`config.mk`:
```
export PLATFORM = sky130hd
export DESIGN_NAME = wdt_rstctl
export DESIGN_NICKNAME = d
export VERILOG_FILES = /design/src/rtl/wdt_rstctl_pkg.sv /design/src/rtl/wdt_rstctl_dp.sv /design/src/rtl/wdt_rstctl_ctrl.sv /design/src/rtl/wdt_rstctl.sv
export SDC_FILE = /design/constraint.sdc
export NUM_CORES = 1
export LEC_CHECK = 0
export ABC_AREA = 1
export BUFFER_PORTS_ARGS = -buffer_cell sky130_fd_sc_hd__buf_4
export CAP_MARGIN = 15
export CORE_ASPECT_RATIO = 0.75
export CORE_UTILIZATION = 46
export CTS_BUF_LIST = sky130_fd_sc_hd__clkbuf_4 sky130_fd_sc_hd__clkbuf_8
export CTS_CLUSTER_DIAMETER = 120
export DETAILED_ROUTE_END_ITERATION = 10
export GPL_TIMING_DRIVEN = 0
export MAX_ROUTING_LAYER = met4
export PLACE_DENSITY = 0.76
export SLEW_MARGIN = 20
export SYNTH_ARGS = -nofsm -noshare
export SYNTH_HDL_FRONTEND = slang
export SYNTH_HIERARCHICAL = 1
export SYNTH_SLANG_ARGS = --single-unit
```
`constraint.sdc`:
```
create_clock -name clk -period 2.2 [get_ports clk]
set_clock_uncertainty 0.2 [all_clocks]
set_input_delay 0.33 -clock clk [delete_from_list [all_inputs] [get_ports clk]]
set_output_delay 0.33 -clock clk [all_outputs]
set_load 0.01 [all_outputs]
```
`src/rtl/wdt_rstctl_pkg.sv`:
```
package wdt_rstctl_pkg;
  localparam int DATA_W  = 8;
  localparam int ADDR_W  = 3;
  localparam int NUM_DIV = 5;

  localparam logic [ADDR_W-1:0] OFS_CNT = 3'd0;
  localparam logic [ADDR_W-1:0] OFS_CTL = 3'd2;
  localparam logic [ADDR_W-1:0] OFS_RST = 3'd4;

  // strobes from control to datapath
  typedef struct packed {
    logic       cntEn;
    logic       cntClr;
    logic [2:0] divSel;
  } dpStrb_t;
endpackage

```
`src/rtl/wdt_rstctl_dp.sv`:
```
module wdt_rstctl_dp
  import wdt_rstctl_pkg::*;
#(
  parameter int CNT_W = 8,
  parameter int EXP0  = 8,
  parameter int EXP1  = 10,
  parameter int EXP2  = 11,
  parameter int EXP3  = 14,
  parameter int EXP4  = 16
) (
  input  logic             clk,
  input  logic             rstPorN,
  input  dpStrb_t          strb,
  output logic [CNT_W-1:0] cntVal,
  output logic             ovfPulse
);
  localparam int EXPS [NUM_DIV] = '{EXP0, EXP1, EXP2, EXP3, EXP4};
  localparam int M01   = (EXP0 > EXP1) ? EXP0 : EXP1;
  localparam int M23   = (EXP2 > EXP3) ? EXP2 : EXP3;
  localparam int M03   = (M01 > M23) ? M01 : M23;
  localparam int M04   = (M03 > EXP4) ? M03 : EXP4;
  localparam int PRE_W = (M04 > 0) ? M04 : 1;

  logic [PRE_W-1:0] maskTab [NUM_DIV];
  logic [PRE_W-1:0] preCnt;
  logic [PRE_W-1:0] selMask;
  logic [2:0]       selIdx;
  logic             tick;

  for (genvar g = 0; g < NUM_DIV; g++) begin : gMask
    localparam int E = EXPS[g];
    assign maskTab[g] = PRE_W'((64'(1) << E) - 64'(1));
  end

  // codes above the last divisor alias to the slowest one
  assign selIdx  = (strb.divSel > 3'(NUM_DIV - 1)) ? 3'(NUM_DIV - 1) : strb.divSel;
  assign selMask = maskTab[selIdx];
  assign tick    = strb.cntEn && ((preCnt & selMask) == selMask);
  assign ovfPulse = tick && (cntVal == '1);

  always_ff @(posedge clk or negedge rstPorN) begin
    if (!rstPorN) begin
      preCnt <= '0;
      cntVal <= '0;
    end else if (strb.cntClr) begin
      preCnt <= '0;
      cntVal <= '0;
    end else if (strb.cntEn) begin
      preCnt <= preCnt + 1'b1;
      if (tick) cntVal <= cntVal + 1'b1;
    end
  end
endmodule

```
`src/rtl/wdt_rstctl_ctrl.sv`:
```
module wdt_rstctl_ctrl
  import wdt_rstctl_pkg::*;
#(
  parameter int CNT_W     = 8,
  parameter int PULSE_LEN = 16
) (
  input  logic              clk,
  input  logic              rstPorN,
  input  logic              wrEn,
  input  logic [ADDR_W-1:0] addr,
  input  logic [DATA_W-1:0] wrData,
  input  logic              dblFault,
  input  logic              ovfPulse,
  input  logic [CNT_W-1:0]  cntVal,
  output dpStrb_t           strb,
  output logic [DATA_W-1:0] rdData,
  output logic              chipRst,
  output logic              wdtIrq
);
  localparam int PW = $clog2(PULSE_LEN + 1);

  logic          enReg, rstEnReg, wdFlag, dfFlag, swReq, irqReg;
  logic [2:0]    selReg;
  logic [PW-1:0] pulseCnt;
  logic          ctlWr, rstWr, swTrig, wdTrig, fire;

  assign ctlWr  = wrEn && (addr == OFS_CTL);
  assign rstWr  = wrEn && (addr == OFS_RST);
  assign swTrig = rstWr && wrData[0] && !swReq;
  assign wdTrig = ovfPulse && rstEnReg;
  assign fire   = swTrig || wdTrig || dblFault;

  assign strb.cntEn  = enReg;
  assign strb.cntClr = ctlWr && wrData[6];
  assign strb.divSel = selReg;

  always_ff @(posedge clk or negedge rstPorN) begin
    if (!rstPorN) begin
      enReg    <= 1'b0;
      selReg   <= '0;
      rstEnReg <= 1'b0;
      swReq    <= 1'b0;
      wdFlag   <= 1'b0;
      dfFlag   <= 1'b0;
      pulseCnt <= '0;
      irqReg   <= 1'b0;
    end else begin
      if (ctlWr) begin
        enReg  <= wrData[7];
        selReg <= wrData[2:0];
      end
      if (rstWr) begin
        rstEnReg <= wrData[3];
        swReq    <= wrData[0];
      end
      // set beats a clearing write in the same cycle
      wdFlag <= wdTrig   || (wdFlag && (!rstWr || wrData[2]));
      dfFlag <= dblFault || (dfFlag && (!rstWr || wrData[1]));
      if (fire)                pulseCnt <= PW'(PULSE_LEN);
      else if (pulseCnt != '0) pulseCnt <= pulseCnt - 1'b1;
      irqReg <= ovfPulse && !rstEnReg;
    end
  end

  assign chipRst = (pulseCnt != '0);
  assign wdtIrq  = irqReg;

  always_comb begin
    rdData = '0;
    case (addr)
      OFS_CNT: rdData[CNT_W-1:0] = cntVal;
      OFS_CTL: rdData = {enReg, 4'b0000, selReg};
      OFS_RST: rdData = {4'b0000, rstEnReg, wdFlag, dfFlag, swReq};
      default: rdData = '0;
    endcase
  end
endmodule

```
`src/rtl/wdt_rstctl.sv`:
```
module wdt_rstctl
  import wdt_rstctl_pkg::*;
#(
  parameter int CNT_W     = 8,
  parameter int PULSE_LEN = 16,
  parameter int EXP0      = 8,
  parameter int EXP1      = 10,
  parameter int EXP2      = 11,
  parameter int EXP3      = 14,
  parameter int EXP4      = 16
) (
  input  logic       clk,
  input  logic       rstPorN,
  input  logic       wrEn,
  input  logic [2:0] addr,
  input  logic [7:0] wrData,
  output logic [7:0] rdData,
  input  logic       dblFault,
  output logic       chipRst,
  output logic       wdtIrq
);
  dpStrb_t          strb;
  logic [CNT_W-1:0] cntVal;
  logic             ovfPulse;

  wdt_rstctl_ctrl #(.CNT_W(CNT_W), .PULSE_LEN(PULSE_LEN)) ctrl_i (
    .clk(clk), .rstPorN(rstPorN), .wrEn(wrEn), .addr(addr), .wrData(wrData),
    .dblFault(dblFault), .ovfPulse(ovfPulse), .cntVal(cntVal), .strb(strb),
    .rdData(rdData), .chipRst(chipRst), .wdtIrq(wdtIrq)
  );

  wdt_rstctl_dp #(
    .CNT_W(CNT_W), .EXP0(EXP0), .EXP1(EXP1), .EXP2(EXP2), .EXP3(EXP3), .EXP4(EXP4)
  ) dp_i (
    .clk(clk), .rstPorN(rstPorN), .strb(strb), .cntVal(cntVal), .ovfPulse(ovfPulse)
  );
endmodule

```
Word-level counts from Yosys, hierarchy flattened

Memory sizes are Yosys's and may differ from the RTL's.
Cells that the tools add are included.

Add/sub/neg operators: 3
$lt $le $gt $ge: 2
Equal/unequal tests: 4
Muxes and demuxes: 11
Bitwise gates (word level): 2
Reduce and logical (&&, ||, !) cells: 26

Operators with widths:

| kind                                                                  | count |
|---|---|
| 16-bit 2-to-1 mux                                                     | 4 |
| 8-bit 2-to-1 mux                                                      | 3 |
| 8-bit one-hot mux with 3 select lines                                 | 1 |
| 16-bit by 1-bit adder with 16-bit output, second input constant       | 1 |
| 16-bit bitwise AND                                                    | 1 |
| 16-bit equality test                                                  | 1 |
| 1-bit logical AND                                                     | 11 |
| 5-bit 2-to-1 mux                                                      | 2 |
| 8-bit by 1-bit adder with 8-bit output, second input constant         | 1 |
| 8-bit equality test, second input constant                            | 1 |
| 1-bit logical OR                                                      | 6 |
| 2-bit nonzero test                                                    | 3 |
| 5-bit nonzero test                                                    | 1 |
| 5-bit by 1-bit subtractor with 5-bit output, second input constant    | 1 |
| 4-bit greater-or-equal comparator, second input constant              | 1 |
| 3-bit NOT with 4-bit output                                           | 1 |
| 3-bit by 2-bit equality test with 1-bit output, second input constant | 1 |
| 3-bit equality test, second input constant                            | 1 |
| 3-bit > comparator, second input constant                             | 1 |
| 1-bit zero test                                                       | 3 |
| 3-bit zero test                                                       | 1 |
| 3-bit 2-to-1 mux                                                      | 1 |
| 2-bit AND reduction                                                   | 1 |

Bits in registers: 38
Bits in read-only memories: 128
Input port bits: 15
Word-level logic and storage cells: 59
Memories kept: 1

Memories:

| name             | words | bits a word | rd ports | clocked after Yosys merged registers in | wr ports | line                | text |
|---|---|---|---|---|---|---|---|
| (name not given) | 8     | 16          | 1        | 0                                       | 0        | wdt_rstctl_dp.sv:37 | `assign selMask = maskTab[selIdx];` |

Longest topological paths before layout

Gate-level depths: netlist (run 1).

Depth in word-level cells: 14
Mapped depth: 12
Mapped depth without buffers: 12

By module

The synthesis (run 1) kept the hierarchy.

Modules (own cells, without submodules):

| module          | instances | cells an instance | area an instance (um2) | sequential area each (um2) |
|---|---|---|---|---|
| wdt_rstctl_dp   | 1         | 228               | 1594.0                 | 600.6 |
| wdt_rstctl_ctrl | 1         | 110               | 793.3                  | 350.3 |

Least setup slack after synthesis (run 1)

Ideal clock, no wire load.

Path type: input to register
Start: in addr[2]
End: reg dp_i.preCnt[9]
Setup time: 0.123 ns
Data arrival time: 1.555 ns
Data required time: 1.877 ns
Setup slack: 0.322 ns
Stages on the path: 9
Buffers on the path: 1
Cell sequence: nor3b_4 > nand2_4 > nor2_1 > buf_6 > nor2_4 > nor2_1 > nand2_1 > o21ai_0 > a21oi_1

RTL lines:

| element              | line                | text |
|---|---|---|
| start, declared      | wdt_rstctl.sv:15    | `input logic [2:0] addr,` |
| end signal, assigned | wdt_rstctl_dp.sv:49 | `preCnt <= preCnt + 1'b1;` |
| end, declared        | wdt_rstctl_dp.sv:25 | `logic [PRE_W-1:0] preCnt;` |

Final worst setup path (run 1)

Start: reg dp_i.preCnt[1]
End: reg ctrl_i.pulseCnt[3]

Cells in the longest elaborated chain, start to end: 8

Ends and longest elaborated chain:

| element                                                | line                  | text |
|---|---|---|
| 16-bit bitwise AND (*)                                 | wdt_rstctl_dp.sv:38   | `assign tick = strb.cntEn && ((preCnt & selMask) == selMask);` |
| 16-bit equality test (*)                               | wdt_rstctl_dp.sv:38   |  |
| 1-bit logical AND (*)                                  | wdt_rstctl_dp.sv:38   |  |
| 1-bit logical AND (*)                                  | wdt_rstctl_dp.sv:39   | `assign ovfPulse = tick && (cntVal == '1);` |
| via ovfPulse                                           | wdt_rstctl.sv:24      | `logic ovfPulse;` |
| 1-bit logical AND (*)                                  | wdt_rstctl_ctrl.sv:30 | `assign wdTrig = ovfPulse && rstEnReg;` |
| 1-bit logical OR (*) (2 in a row)                      | wdt_rstctl_ctrl.sv:31 | `assign fire = swTrig \|\| wdTrig \|\| dblFault;` |
| 5-bit 2-to-1 mux or 2-bit nonzero test (tied branches) | n/a                   |  |
| end signal, assigned                                   | wdt_rstctl_ctrl.sv:59 | `if (fire) pulseCnt <= PW'(PULSE_LEN);` |
| end signal, assigned                                   | wdt_rstctl_ctrl.sv:60 | `else if (pulseCnt != '0) pulseCnt <= pulseCnt - 1'b1;` |
| end, declared                                          | wdt_rstctl_ctrl.sv:24 | `logic [PW-1:0] pulseCnt;` |

Mark *: on every way through the listed nets, which the timed path passes. The rest lies on a longest branch.
A chain may end at the register's enable or synchronous reset.

==> results of run 1 <==
per-stage QoR:
stage,total power [mW],instance area [sq um],util [%]
after floorplan,1.48,2390,-
after global placement,1.63,2620,52.9
after global routing,2.29,2740,55.3
after detailed placement,1.67,2620,52.9
after CTS,2.14,2710,54.7
final,2.13,2740,55.3
metal layers:
layer / routed length (um) / global-route usage [%] / part of all wire [%] / up-vias
met2: 2210 / 33.3 / 43 / 63
li1: - / - / - / 1125
met1: 2640 / 30.7 / 51 / 995
met3: 309 / 3.88 / 6.0 / 4
met5: 0 / - / 0 / -
met4: 37 / 5.51 / 0.71 / 0
power by group through the flow:
stage               Sequential, mW  Combinational (mW)  Clock [mW]
detailed placement            1.03               0.641           0
global route                  1.04               0.745       0.508
finish                        1.02               0.646       0.466
floorplan                    0.986               0.496           0
global placement              1.02               0.616           0
CTS                           1.01               0.645       0.484
worst max path at each step:
stage	startpoint	end	slack, ns
CTS	dp_i/preCnt[1]	ctrl_i/pulseCnt[3]	0.006
floorplan	addr[2]	dp_i/preCnt[9]	0.32
finish	dp_i/preCnt[1]	ctrl_i/pulseCnt[3]	0.17
detailed placement	addr[2]	dp_i/preCnt[14]	-0.18
global placement	addr[2]	dp_i/preCnt[14]	-0.13
global route	dp_i/preCnt[1]	ctrl_i/pulseCnt[2]	0.02
cell usage after synthesis:
| master | number | area (sq um) |
|---|---|---|
| nand2_4 | 5 | 56.3 |
| nand4_2 | 1 | 12.5 |
| buf_6 | 2 | 22.5 |
| nor3b_1 | 2 | 15.0 |
| o21ai_1 | 2 | 10.0 |
| inv_1 | 45 | 169 |
| inv_2 | 4 | 15.0 |
| nand4_1 | 7 | 43.8 |
| dfrtp_1 | 38 | 951 |
| ha_1 | 3 | 37.5 |
| nor3b_4 | 1 | 18.8 |
| nand2_2 | 2 | 12.5 |
| nor2_2 | 3 | 18.8 |
| o211ai_1 | 1 | 7.51 |
| xor2_1 | 3 | 26.3 |
| o221ai_1 | 1 | 8.76 |
| nor2_1 | 39 | 146 |
| nor2_4 | 4 | 45.0 |
| nand2_1 | 109 | 409 |
| nand3_1 | 34 | 170 |
| buf_4 | 2 | 15.0 |
| nand3_2 | 2 | 20.0 |
| a21oi_1 | 8 | 40.0 |
| o21ai_0 | 10 | 50.1 |
| nor3_1 | 5 | 25.0 |
| nand3_4 | 1 | 17.5 |
| buf_2 | 3 | 15.0 |
| o21ai_2 | 1 | 8.76 |
critical path: stages (launching register included):
cell	delay (ns)
dfrtp_1	0.41
ha_1	0.19
nand2_1	0.08
inv_1	0.13
nand2_1	0.07
nor2_1	0.08
nand3_1	0.07
nor2_1	0.10
nand3_1	0.09
nor2_2	0.17
a21oi_1	0.14
o21ai_2	0.13
nor2_1	0.07
sequential cells by signal, summed over array words and instances (netlist names):
name and cells:
ctrl_i/wdFlag 1, ctrl_i/selReg 3, dp_i/preCnt 16, ctrl_i/rstEnReg 1, ctrl_i/swReq 1, ctrl_i/pulseCnt 5
dp_i/cntVal 8, ctrl_i/wdtIrq 1, ctrl_i/enReg 1, ctrl_i/dfFlag 1
cell families (layout without fill, tap and decap cells):
logic type / count (synthesis) / after routing / share of synthesized area, %
AND/OR/NAND/NOR: 215 / 215 / 42.3
buffers and inverters: 56 / 87 / 9.90
flip-flops: 38 / 38 / 39.8
AO/OA/AOI/OAI: 23 / 23 / 5.24
adder cells (fa/ha/maj): 3 / 3 / 1.57
XOR/XNOR: 3 / 3 / 1.10
timing repair:
item | 4_1_cts | 5_1_grt
resized for setup | 0 | 2
hold buffers | 1 | 0
buffers inserted | 0 | 3
hold endpoints to repair | 38 | 0
setup endpoints to repair | 0 | 9
cell type report:
| cell class | count | area, sq um | share of cell area [%] |
|---|---|---|---|
| buffer | 7 | 52.6 | 1.92 |
| clock buffer | 6 | 82.6 | 3.01 |
| inverter | 49 | 184 | 6.71 |
| multi-input combinational | 244 | 1210 | 44.0 |
| sequential | 38 | 951 | 34.7 |
| tap | 60 | 75.1 | 2.74 |
| timing repair buffer | 25 | 190 | 6.94 |
==> metrics.md, run 1 <==
| Metric | Value |
|---|---|
| Detailed-route wire length per cell | `around 12 um` |
| Worst hold path type | `in -> reg` |
| Worst IR Drop VDD | `0.463 mV` |
| Status | `complete, no violations` |
| Layout Nets | `about 390` |
| Core region area | `4950 sq um` |
| Die Wd | `between 80 and 90 um` |
| Crit path max fanout | `4` |
| Leakage | `1.48 nW` |
| DP HPWL | `3930 um` |
| Post-synthesis register bit count | `38` |
| Max Clock Freq | `493 MHz` |
| Worst Setup Start Kind | `flip-flop` |
| Filler cell count in the final layout | `476` |
| Crit path capture type | `flip-flop` |
| Remaining antenna violation count | `0` |
| Sw frac | `36.4%` |
| Cell Area, Synth | `between 2000 and 2500 sq um` |
| Hold Fails Final Rpt | `0` |
| Die Y | `64.4 um` |
| Critical path class | `reg -> reg` |
| Place WS | `-0.180 ns` |
| Placed Cells | `419` |
| Sequential fraction of the synthesis area | `39.8%` |
| Power Dens Cells | `777 nW/um^2` |
| Reg-to-Reg Start | `dp_i/preCnt[1]` |
| Clock sink count | `38` |
| Worst hold-check slack | `0.0481 ns` |
| Post-layout min period | `between 2 and 2.5 ns` |
| Cell count after synthesis | `around 340` |
| Total gr overflow | `0` |
| RePlAce Congestion | `roughly 0.9` |
| Worst path required time | `2.17 ns` |
| Initial cell density of the core | `48.2%` |
| Htree depth | `2` |
| RSZ-0062 raised after global routing | `no` |
| Max clock buf depth | `2` |
| First-pass GRT wire length | `9160 um` |
| CTS clk-pin slew, worst paths | `0.07 ns` |
| Relative slew margins | `between 60% and 70%` |
| # rows | `22` |
| MaxCap Viol Count | `0` |
| Worst R2R Path Depth | `12` |
| GRT Overall Usage | `between 20% and 30%` |
| Setup violators final | `0` |
| Sequential power share | `47.8%` |
| Critical Path AT | `1.99 ns` |
| Largest net degree at the start of global routing | `39` |
| Layout area overhead | `14.8%` |
| I/O Buffers | `21` |
| Drt total wl | `just over 5000 um` |
| Clk pwr share | `21.9%` |
| Ys Warns | `6` |
| Yosys cell types | `28` |
| Hold_sp | `wrData[3]` |
| Most frequent cells in the layout | `nand2_1 (109), inv_1 (45), nor2_1 (38), dfrtp_1 (38), nand3_1 (34)` |
| Vias per cell | `between 5 and 6` |
| Gate power share | `30.3%` |
| Reg2reg setup slack | `between 0.15 and 0.2 ns` |
| Final max-slew violation count | `0` |
| Non-Filler Instances | `429` |
| Worst skew pair latency | `0.28 ns` |
| Internal power | `1.36 mW` |
| Worst Hold Depth | `3` |
| Layout cells sized above 1 | `17.1%` |
| Reg2reg end | `ctrl_i/pulseCnt[3]` |
| Final period util | `92.2%` |
| TritonCTS Buffers | `5` |
| Diodes inserted | `0` |
| Vias in the first global route | `2038` |
| DRC errors left | `0` |
| IO Pins | `25` |
| Actual slew at the worst max-slew pin | `slightly below 0.5 ns` |
| CTS tree | `yes` |
| Clock root buffer master | `clkbuf_8` |
| Hold path endpoint | `ctrl_i/rstEnReg` |
| Mean Syn Cell Area | `7.06 sq um` |
| PnR worst setup slack | `0.172 ns` |
| Initial antenna violation count | `0` |
| Commonest non-fill, non-tap cell in the layout | `nand2_1` |
| Net Count, Synth | `about 360` |
| Setup TNS | `0 ns` |
| First DRT Iteration DRCs | `170` |
| DR vias | `2187` |
| Switching power | `0.775 mW` |
| Die footprint | `~5500 sq um` |
| Pre-antenna DRT Iters | `4` |
Power figures use the tool's default switching activity.
==> run 2, diff against run 1 <==
--- a/config.mk
+++ b/config.mk
@@ -15,7 +15,7 @@
 export DETAILED_ROUTE_END_ITERATION = 10
 export GPL_TIMING_DRIVEN = 0
 export MAX_ROUTING_LAYER = met4
-export PLACE_DENSITY = 0.76
+export PLACE_DENSITY = 0.78
 export SLEW_MARGIN = 20
 export SYNTH_ARGS = -nofsm -noshare
 export SYNTH_HDL_FRONTEND = slang
==> constraint.sdc (replaced) <==
create_clock -name clk -period 1.7 [get_ports clk]
set_clock_uncertainty 0.2 [all_clocks]
set_input_delay 0.255 -clock clk [delete_from_list [all_inputs] [get_ports clk]]
set_output_delay 0.255 -clock clk [all_outputs]
set_load 0.01 [all_outputs]
==> run 2 against run 1 <==
Compared with the run above:
- maximum frequency is 11% higher
- sequential power is 30% higher
- global-route usage is 1.2 points higher
- wire length is 14% higher
- the run now ends with setup timing left
- largest power group unchanged
- non-clock buffer count is 22 higher
- clock-buffer cell count is 1 higher
- setup slack worse by 0.29 ns
- critical endpoint is now ctrl_i/pulseCnt[2]
- flip-flop and latch count stayed put
- critical path type unchanged
- total power is 46% higher
==> metrics.md, run 2 (synthesis gave the netlist of run 1 again) <==
| Metric | Value |
|---|---|
| CTS clk-pin slew, worst paths | `0.08 ns (about the same)` |
| Non-Filler Instances | `453 (+5.6%)` |
| Relative slew margins | `67.8% (+0.16 points)` |
| Final max-slew violation count | `0 (unchanged)` |
| GRT Overall Usage | `23.2% (+1.2 points)` |
| WL met3 | `305 um (-1.3%)` |
| Internal power | `1.94 mW (+43%)` |
| Max Clock Freq | `549 MHz (+11%)` |
| IO Pins | `25 (unchanged)` |
| Worst Setup Start Kind | `flip-flop` |
| Met2 wire len | `2780 um (+26%)` |
| Power Dens Cells | `1020 nW/um^2 (+31%)` |
| Die Wd | `85.2 um (unchanged)` |
| Die footprint | `5490 sq um (unchanged)` |
| Largest stage delay, worst path | `0.36 ns (-0.05 ns)` |
| First DRT Iteration DRCs | `242 (+42%)` |
| PnR worst setup slack | `-0.122 ns (-0.294 ns)` |
| Critical path class | `reg -> reg` |
| Clock sink count | `38 (unchanged)` |
| Drt total wl | `5940 um (+14%)` |
| RSZ-0062 raised after global routing | `yes` |
| Commonest non-fill, non-tap cell in the layout | `nand2_1` |
| Most frequent cells in the layout | `nand2_1 (107), inv_1 (42), buf_4 (42)` |
| Max FFs per register | `16 (unchanged)` |
| Layout Nets | `410 (+5.7%)` |
| Remaining antenna violation count | `0 (unchanged)` |
| Sequential power share | `42.6% (-5.2 points)` |
| Gate power share | `36.2% (+5.9 points)` |
| Vias in the first global route | `2144 (+5.2%)` |
| Setup violators final | `7 (+7)` |
| Crit path top cell by count | `nor2_1` |
| DR vias | `2341 (+7.0%)` |
| Final period util | `107% (+15 points)` |
| Worst IR Drop VDD | `0.417 mV (-9.9%)` |
| Worst path required time | `1.68 ns (-0.49 ns)` |
| DRC errors left | `0 (unchanged)` |
| RePlAce Congestion | `0.861 (-3.6%)` |
| Die Y | `64.4 um (unchanged)` |
| Vias per cell | `5.17 (+1.4%)` |
| Largest net degree at the start of global routing | `39 (unchanged)` |
| Worst hold path type | `in -> reg` |
| Placed Cells | `419 (unchanged)` |
| Crit path capture type | `flip-flop` |
| Switching power | `1.17 mW (+51%)` |
| DP HPWL | `4080 um (+3.7%)` |
| CTS tree | `yes` |
| Sw frac | `37.6% (+1.3 points)` |
| Critical Path AT | `1.80 ns (-0.19 ns)` |
| MaxCap Viol Count | `0 (unchanged)` |
| Actual slew at the worst max-slew pin | `0.482 ns (-0.00244 ns)` |
| Regs by FF count | `dp_i/preCnt: 16 flops, dp_i/cntVal: 8 flops, ctrl_i/pulseCnt: 5 flops` |
| Pre-antenna DRT Iters | `5 (+1)` |
| Hold Fails Final Rpt | `0 (unchanged)` |
| Layout area overhead | `27.9%` |
| Crit path max-delay cell type | `dfrtp_1` |
| Clk pwr share | `21.2% (-0.7 points)` |
| Worst hold-check slack | `0.0251 ns (-0.0230 ns)` |
| TritonCTS Buffers | `5 (unchanged)` |
| Failing checks | `setup timing` |
| Post-layout min period | `1.82 ns (-0.206 ns)` |
| Worst skew pair latency | `0.29 ns (about the same)` |
| Total gr overflow | `0 (unchanged)` |
| First-pass GRT wire length | `9580 um (+4.6%)` |
| Max clock buf depth | `2 (unchanged)` |
| Initial cell density of the core | `48.2% (unchanged)` |
| Clock root buffer master | `clkbuf_8` |
| # rows | `22 (unchanged)` |
| Leakage | `1.61 nW (+8.8%)` |
| Crit path cell chain | `ha_2 > nand2_2 > inv_2 > nand2_1 > nor2_1 > nand3_1 > nor2_1 > nand3_1 > nor2_4 > a21oi_4 > o21ai_4 > nor2_1` |
| Diodes inserted | `0 (unchanged)` |
| Reg with most FFs | `dp_i/preCnt` |
| Top layer reached by signal wires | `met4` |
| I/O Buffers | `21 (unchanged)` |
| Crit path max fanout | `4 (unchanged)` |
| Detailed-route wire length per cell | `13.1 um (+8.4%)` |
| Core region area | `4950 sq um (unchanged)` |
| Htree depth | `2 (unchanged)` |
| Wire length on met1 | `2820 um (+7.1%)` |
| Initial antenna violation count | `0 (unchanged)` |
| Status | `finished with violations` |
| Layout cells sized above 1 | `24.9% (+7.9 points)` |
-- run 2: cell count changes in the layout (fill, tap and decap cells not counted), sizes merged --
cell	before	now
buf	31	48
dlygate4sd3	1	6
clkbuf	6	7
clkinv	0	1
-- run 2: per-stage QoR --
step	TNS (ns)	util (%)	cell area [sq um]	worst slack [ns]	total power [mW]
2_1_floorplan	-0.364	-	2420	-0.0789	1.93
3_3_place_gp	-10.41	53.6	2660	-0.536	2.13
3_5_place_dp	-11.29	53.6	2660	-0.585	2.18
4_1_cts	-0.605	58.2	2890	-0.138	2.97
5_1_grt	-1.88	61.6	3050	-0.259	3.32
6_report	-0.675	61.6	3050	-0.122	3.12
-- run 2: layer usage --
layer / vias up / GRT usage (%)
met5: - / -
met4: 0 / 7.42
met3: 3 / 3.88
met2: 67 / 37.2
met1: 1102 / 30.2
li1: 1169 / -
-- run 2: final timing paths --
path,from,endpoint,slack [ns],cells past startpoint
min in group asynchronous,rstPorN,dp_i/preCnt[9],0.27,2
max in group asynchronous,rstPorN,dp_i/preCnt[13],0.70,2
worst min-delay path,wrData[0],ctrl_i/selReg[0],0.03,3
worst max register to register,dp_i/preCnt[1],ctrl_i/pulseCnt[2],-0.12,12
worst min register to register,dp_i/preCnt[6],dp_i/preCnt[6],0.30,1
worst max-delay path,dp_i/preCnt[1],ctrl_i/pulseCnt[2],-0.12,12
-- run 2: layout make-up --
type                       instances  area, sq um
sequential                        38          951
fill                             424         1900
inverter                          49          184
tap                               60         75.1
multi-input combinational        244         1320
buffer                             7         52.6
clock buffer                       7         90.1
clock inverter                     1         5.00
timing repair buffer              47          380
-- run 2: what timing repair did --
item / 4_1_cts / 5_1_grt
endpoints found under the hold margin: 44 / 0
gates resized for setup: 9 / 11
endpoints found under the setup margin: 31 / 24
pin swaps: 2 / 8
hold buffers: 6 / 0
buffers inserted: 5 / 15
-- run 2: worst max-delay path, delay by kind of cell, from the launching register on --
family                     cells  cell delay (ns)
AOI/OAI and AO/OA              2             0.18
DFF                            1             0.36
adders and majority gates      1             0.20
buffers and inverters          1             0.07
and+or+nand+nor                8             0.71
-- run 2: power by group through the flow --
stage | logic (mW) | registers, mW | clock network, mW
6_report | 1.13 | 1.33 | 0.660
4_1_cts | 0.977 | 1.32 | 0.673
2_1_floorplan | 0.657 | 1.28 | 0
5_1_grt | 1.26 | 1.36 | 0.703
3_5_place_dp | 0.855 | 1.33 | 0
3_3_place_gp | 0.811 | 1.32 | 0
==> run 3, diff against run 2 <==
--- a/config.mk
+++ b/config.mk
@@ -5,17 +5,17 @@
 export SDC_FILE = /design/constraint.sdc
 export NUM_CORES = 1
 export LEC_CHECK = 0
-export ABC_AREA = 1
 export BUFFER_PORTS_ARGS = -buffer_cell sky130_fd_sc_hd__buf_4
 export CAP_MARGIN = 15
 export CORE_ASPECT_RATIO = 0.75
+export CORE_MARGIN = 8
 export CORE_UTILIZATION = 46
 export CTS_BUF_LIST = sky130_fd_sc_hd__clkbuf_4 sky130_fd_sc_hd__clkbuf_8
 export CTS_CLUSTER_DIAMETER = 120
 export DETAILED_ROUTE_END_ITERATION = 10
 export GPL_TIMING_DRIVEN = 0
 export MAX_ROUTING_LAYER = met4
-export PLACE_DENSITY = 0.78
+export PLACE_DENSITY = 0.79
 export SLEW_MARGIN = 20
 export SYNTH_ARGS = -nofsm -noshare
 export SYNTH_HDL_FRONTEND = slang
==> run 3 against run 2 <==
Compared with the run above:
- the run still ends with setup timing left
- area after synthesis down 9.0%
- largest power group unchanged
- utilization increased by 4.2 points
- combinational power down 16%
==> metrics.md, run 3 <==
| Metric | Value |
|---|---|
| Status | `finished with violations` |
| Failing checks | `setup timing` |
| CTS tree | `yes` |
| DP HPWL | `3280 um (-20%)` |
| Regs by FF count | `dp_i/preCnt: 16 flops, dp_i/cntVal: 8 flops, ctrl_i/pulseCnt: 5 flops` |
| Post-Synth XOR/XNOR Area | `5.24% (+4.1 points)` |
| RSZ-0062 raised after global routing | `yes` |
| Place WS | `-0.581 ns (+0.00416 ns)` |
| Power Dens Cells | `933 nW/um^2 (-8.6%)` |
| Fraction of synthesized area in multiplexers | `7.94% (+7.9 points)` |
| DR vias | `1891 (-19%)` |
| GRT Overall Usage | `15.9% (-7.3 points)` |
| Initial cell density of the core | `48.4% (+0.19 points)` |
| Synth area leader | `dfrtp_1` |
| Largest net degree at the start of global routing | `39 (unchanged)` |
| Post-layout min period | `2.12 ns (+0.294 ns)` |
| Diodes inserted | `0 (unchanged)` |
| Worst Setup Start Kind | `flip-flop` |
| Pre-antenna DRT Iters | `4 (-1)` |
| Sequential fraction of the synthesis area | `43.8% (+3.9 points)` |
| Mean Syn Cell Area | `9.57 sq um (+36%)` |
| Post-synthesis register bit count | `38 (unchanged)` |
| Vias per cell | `5.48 (+6.1%)` |
| Worst hold path type | `in -> reg` |
| Critical path class | `reg -> reg` |
| Layout area overhead | `36.1%` |
| Detailed-route wire length per cell | `15.8 um (+21%)` |
| IO Pins | `25 (unchanged)` |
| RePlAce Congestion | `0.842 (-2.3%)` |
| Core region area | `4490 sq um (-9.3%)` |
| Worst Hold Depth | `2 (-1)` |
| Crit path max fanout | `5 (+1)` |
| Cell count after synthesis | `227 (-33%)` |
| Commonest non-fill, non-tap cell in the layout | `buf_4` |
| Htree depth | `2 (unchanged)` |
| Adder and majority gate portion of the synthesized area | `1.73% (+0.15 points)` |
| Tot Pwr | `2.76 mW (-12%)` |
| Worst path required time | `1.66 ns (-0.02 ns)` |
| Actual slew at the worst max-slew pin | `0.595 ns (+0.113 ns)` |
| Setup violators final | `20 (+13)` |
| Vias in the first global route | `1838 (-14%)` |
| Net Count, Synth | `245 (-31%)` |
| Relative slew margins | `60.3% (-7.6 points)` |
| Yosys cell types | `49 (+75%)` |
| Number of enable flip-flop cells after synthesis | `0 (unchanged)` |
| Die Y | `75.5 um (+17%)` |
| Reg-to-Reg Start | `ctrl_i/selReg[0]` |
| I/O Buffers | `21 (unchanged)` |
| CTS clk-pin slew, worst paths | `0.07 ns (about the same)` |
| First DRT Iteration DRCs | `101 (-58%)` |
| Drt total wl | `5460 um (-8.1%)` |
| Worst R2R Path Depth | `7 (-5)` |
| Cell Area, Synth | `2170 sq um (-9.0%)` |
| Ys Warns | `6 (unchanged)` |
| Hold Fails Final Rpt | `0 (unchanged)` |
| Post-synth ARST share | `100% (unchanged)` |
| Synth top cells by count | `dfrtp_1 (38), nor2_1 (28), nand2_1 (23)` |
| TritonCTS Buffers | `5 (unchanged)` |
| Remaining antenna violation count | `0 (unchanged)` |
| Die Wd | `95.4 um (+12%)` |
| Max Clock Freq | `473 MHz (-14%)` |
| Most frequent cells in the layout | `buf_4 (48), dfrtp_1 (35), nor2_1 (26)` |
| Die footprint | `7200 sq um (+31%)` |
| Synth area leaders | `dfrtp_1 (44%), nor2_1 (4.8%), xor2_1 (4.0%)` |
| Max FFs per register | `16 (unchanged)` |
| MaxCap Viol Count | `0 (unchanged)` |
| Combinational family with the most area after synthesis | `simple AND/OR/NAND/NOR gates` |
| # rows | `21 (-4.5%)` |
| Reg2reg setup slack | `-0.42 ns (-0.29 ns)` |
| DRC errors left | `0 (unchanged)` |
| Clock root buffer master | `clkbuf_8` |
| Non-Filler Instances | `345 (-24%)` |
| Predominant post-synthesis flop cell | `dfrtp_1` |
| Worst skew pair latency | `0.28 ns (about the same)` |
| Initial antenna violation count | `0 (unchanged)` |
| Layout Nets | `307 (-25%)` |
| Reg2reg end | `ctrl_i/pulseCnt[3]` |
| Crit path capture type | `flip-flop` |
| Clock sink count | `38 (unchanged)` |
| Final period util | `124% (+17 points)` |
| Synth top area share | `43.8% (+3.9 points)` |
| PnR worst setup slack | `-0.416 ns (-0.294 ns)` |
| Placed Cells | `305 (-27%)` |
| Simple-Gate Fraction of Synth Area | `28.2% (-14 points)` |
| Layout cells sized above 1 | `37.2% (+12 points)` |
| Final max-slew violation count | `0 (unchanged)` |
| First-pass GRT wire length | `8560 um (-11%)` |
| Dominant cell by count in the synthesized netlist | `dfrtp_1` |
| Critical Path AT | `2.08 ns (+0.28 ns)` |
| Area fraction in compound gates after synthesis | `9.10% (+3.9 points)` |
| Worst IR Drop VDD | `0.718 mV (+72%)` |
| Reg with most FFs | `dp_i/preCnt` |
| Max clock buf depth | `2 (unchanged)` |
| Hold path endpoint | `ctrl_i/enReg` |
| Leakage | `1.38 nW (-15%)` |
| Total gr overflow | `0 (unchanged)` |
| Hold_sp | `wrData[7]` |
==> run 3: cell count changes in the layout (fill, tap and decap cells not counted), moves of 5 or more <==
cell / delta
nor2b_1: +7
and2_1: +5
xor2_1: +7
nor2_1: -8
buf_4: +6
nand2_1: -86
nand3_1: -23
inv_1: -39
inv_2: -7
nand2_4: -6
nor2_4: -10
buf_6: +6
mux2i_1: +6
==> run 3: cell families after synthesis <==
kind of cell,count (synthesis)
buf+inv,15
fa+ha+maj,3
xor+xnor,13
mux,16
flops,38
compound gates,28
simple gates,114
==> run 3: per-stage QoR <==
step | setup TNS, ns | util, % | hold slack [ns] | area [sq um]
after floorplan | -4.44 | - | -0.241 | 2260
after detailed placement | -12.98 | 55.3 | 0.0550 | 2490
after global routing | -7.48 | 65.8 | 0.00467 | 2960
after global placement | -11.99 | 55.3 | 0.0550 | 2490
after CTS | -6.20 | 63.0 | 0.00459 | 2830
final | -6.05 | 65.8 | 0.0133 | 2960
==> run 3: worst max-delay path, stage by stage (launching register included) <==
cell     delay [ns]
dfrtp_1        0.43
a21oi_2        0.20
o22ai_2        0.12
or4_4          0.56
nor3_4         0.21
a21oi_2        0.11
o21ai_4        0.10
a21oi_1        0.06
==> run 3: timing repair <==
| item | in CTS | in global routing |
|---|---|---|
| hold endpoints to repair | 41 | 1 |
| setup endpoints to repair | 31 | 35 |
| pin swaps | 14 | 14 |
| setup buffers | 23 | 11 |
| resized for setup | 16 | 17 |
| hold buffers | 4 | 1 |
==> run 3: area by class of cell <==
type                    instances  area [sq um]
plain buffers                   9          72.6
clock buffers                   6          82.6
fillers                       332          1540
inverters                       3          11.3
multi-input cells             174          1300
flip-flops and latches         38           955
well taps                      57          71.3
repair buffers                 58           467
==> run 3: per-layer routing <==
metal | GRT usage [%] | vias up | routed length (um)
li1 | - | 916 | -
met1 | 19.8 | 933 | 2540
met2 | 25.1 | 34 | 2560
met3 | 4.04 | 8 | 298
met4 | 4.41 | 0 | 59
met5 | - | - | 0
==> run 3: worst max path at each step <==
| stage | depth (start not counted) | to | slack [ns] | startpoint |
|---|---|---|---|---|
| after detailed placement | 9 | ctrl_i/pulseCnt[2] | -0.58 | ctrl_i/enReg |
| after global routing | 8 | ctrl_i/pulseCnt[0] | -0.50 | dp_i/preCnt[1] |
| after global placement | 9 | ctrl_i/pulseCnt[2] | -0.53 | ctrl_i/enReg |
| after CTS | 8 | ctrl_i/pulseCnt[3] | -0.45 | dp_i/preCnt[0] |
| after floorplan | 6 | dp_i/cntVal[3] | -0.32 | dp_i/preCnt[0] |
| final | 7 | ctrl_i/pulseCnt[3] | -0.42 | ctrl_i/selReg[0] |
==> run 3: report_power, final <==
group	leakage (nW)	internal [mW]	switching, mW
Sequential	0.492	1.06	0.140
Clock	0.0431	0.313	0.299
Combinational	0.842	0.513	0.437
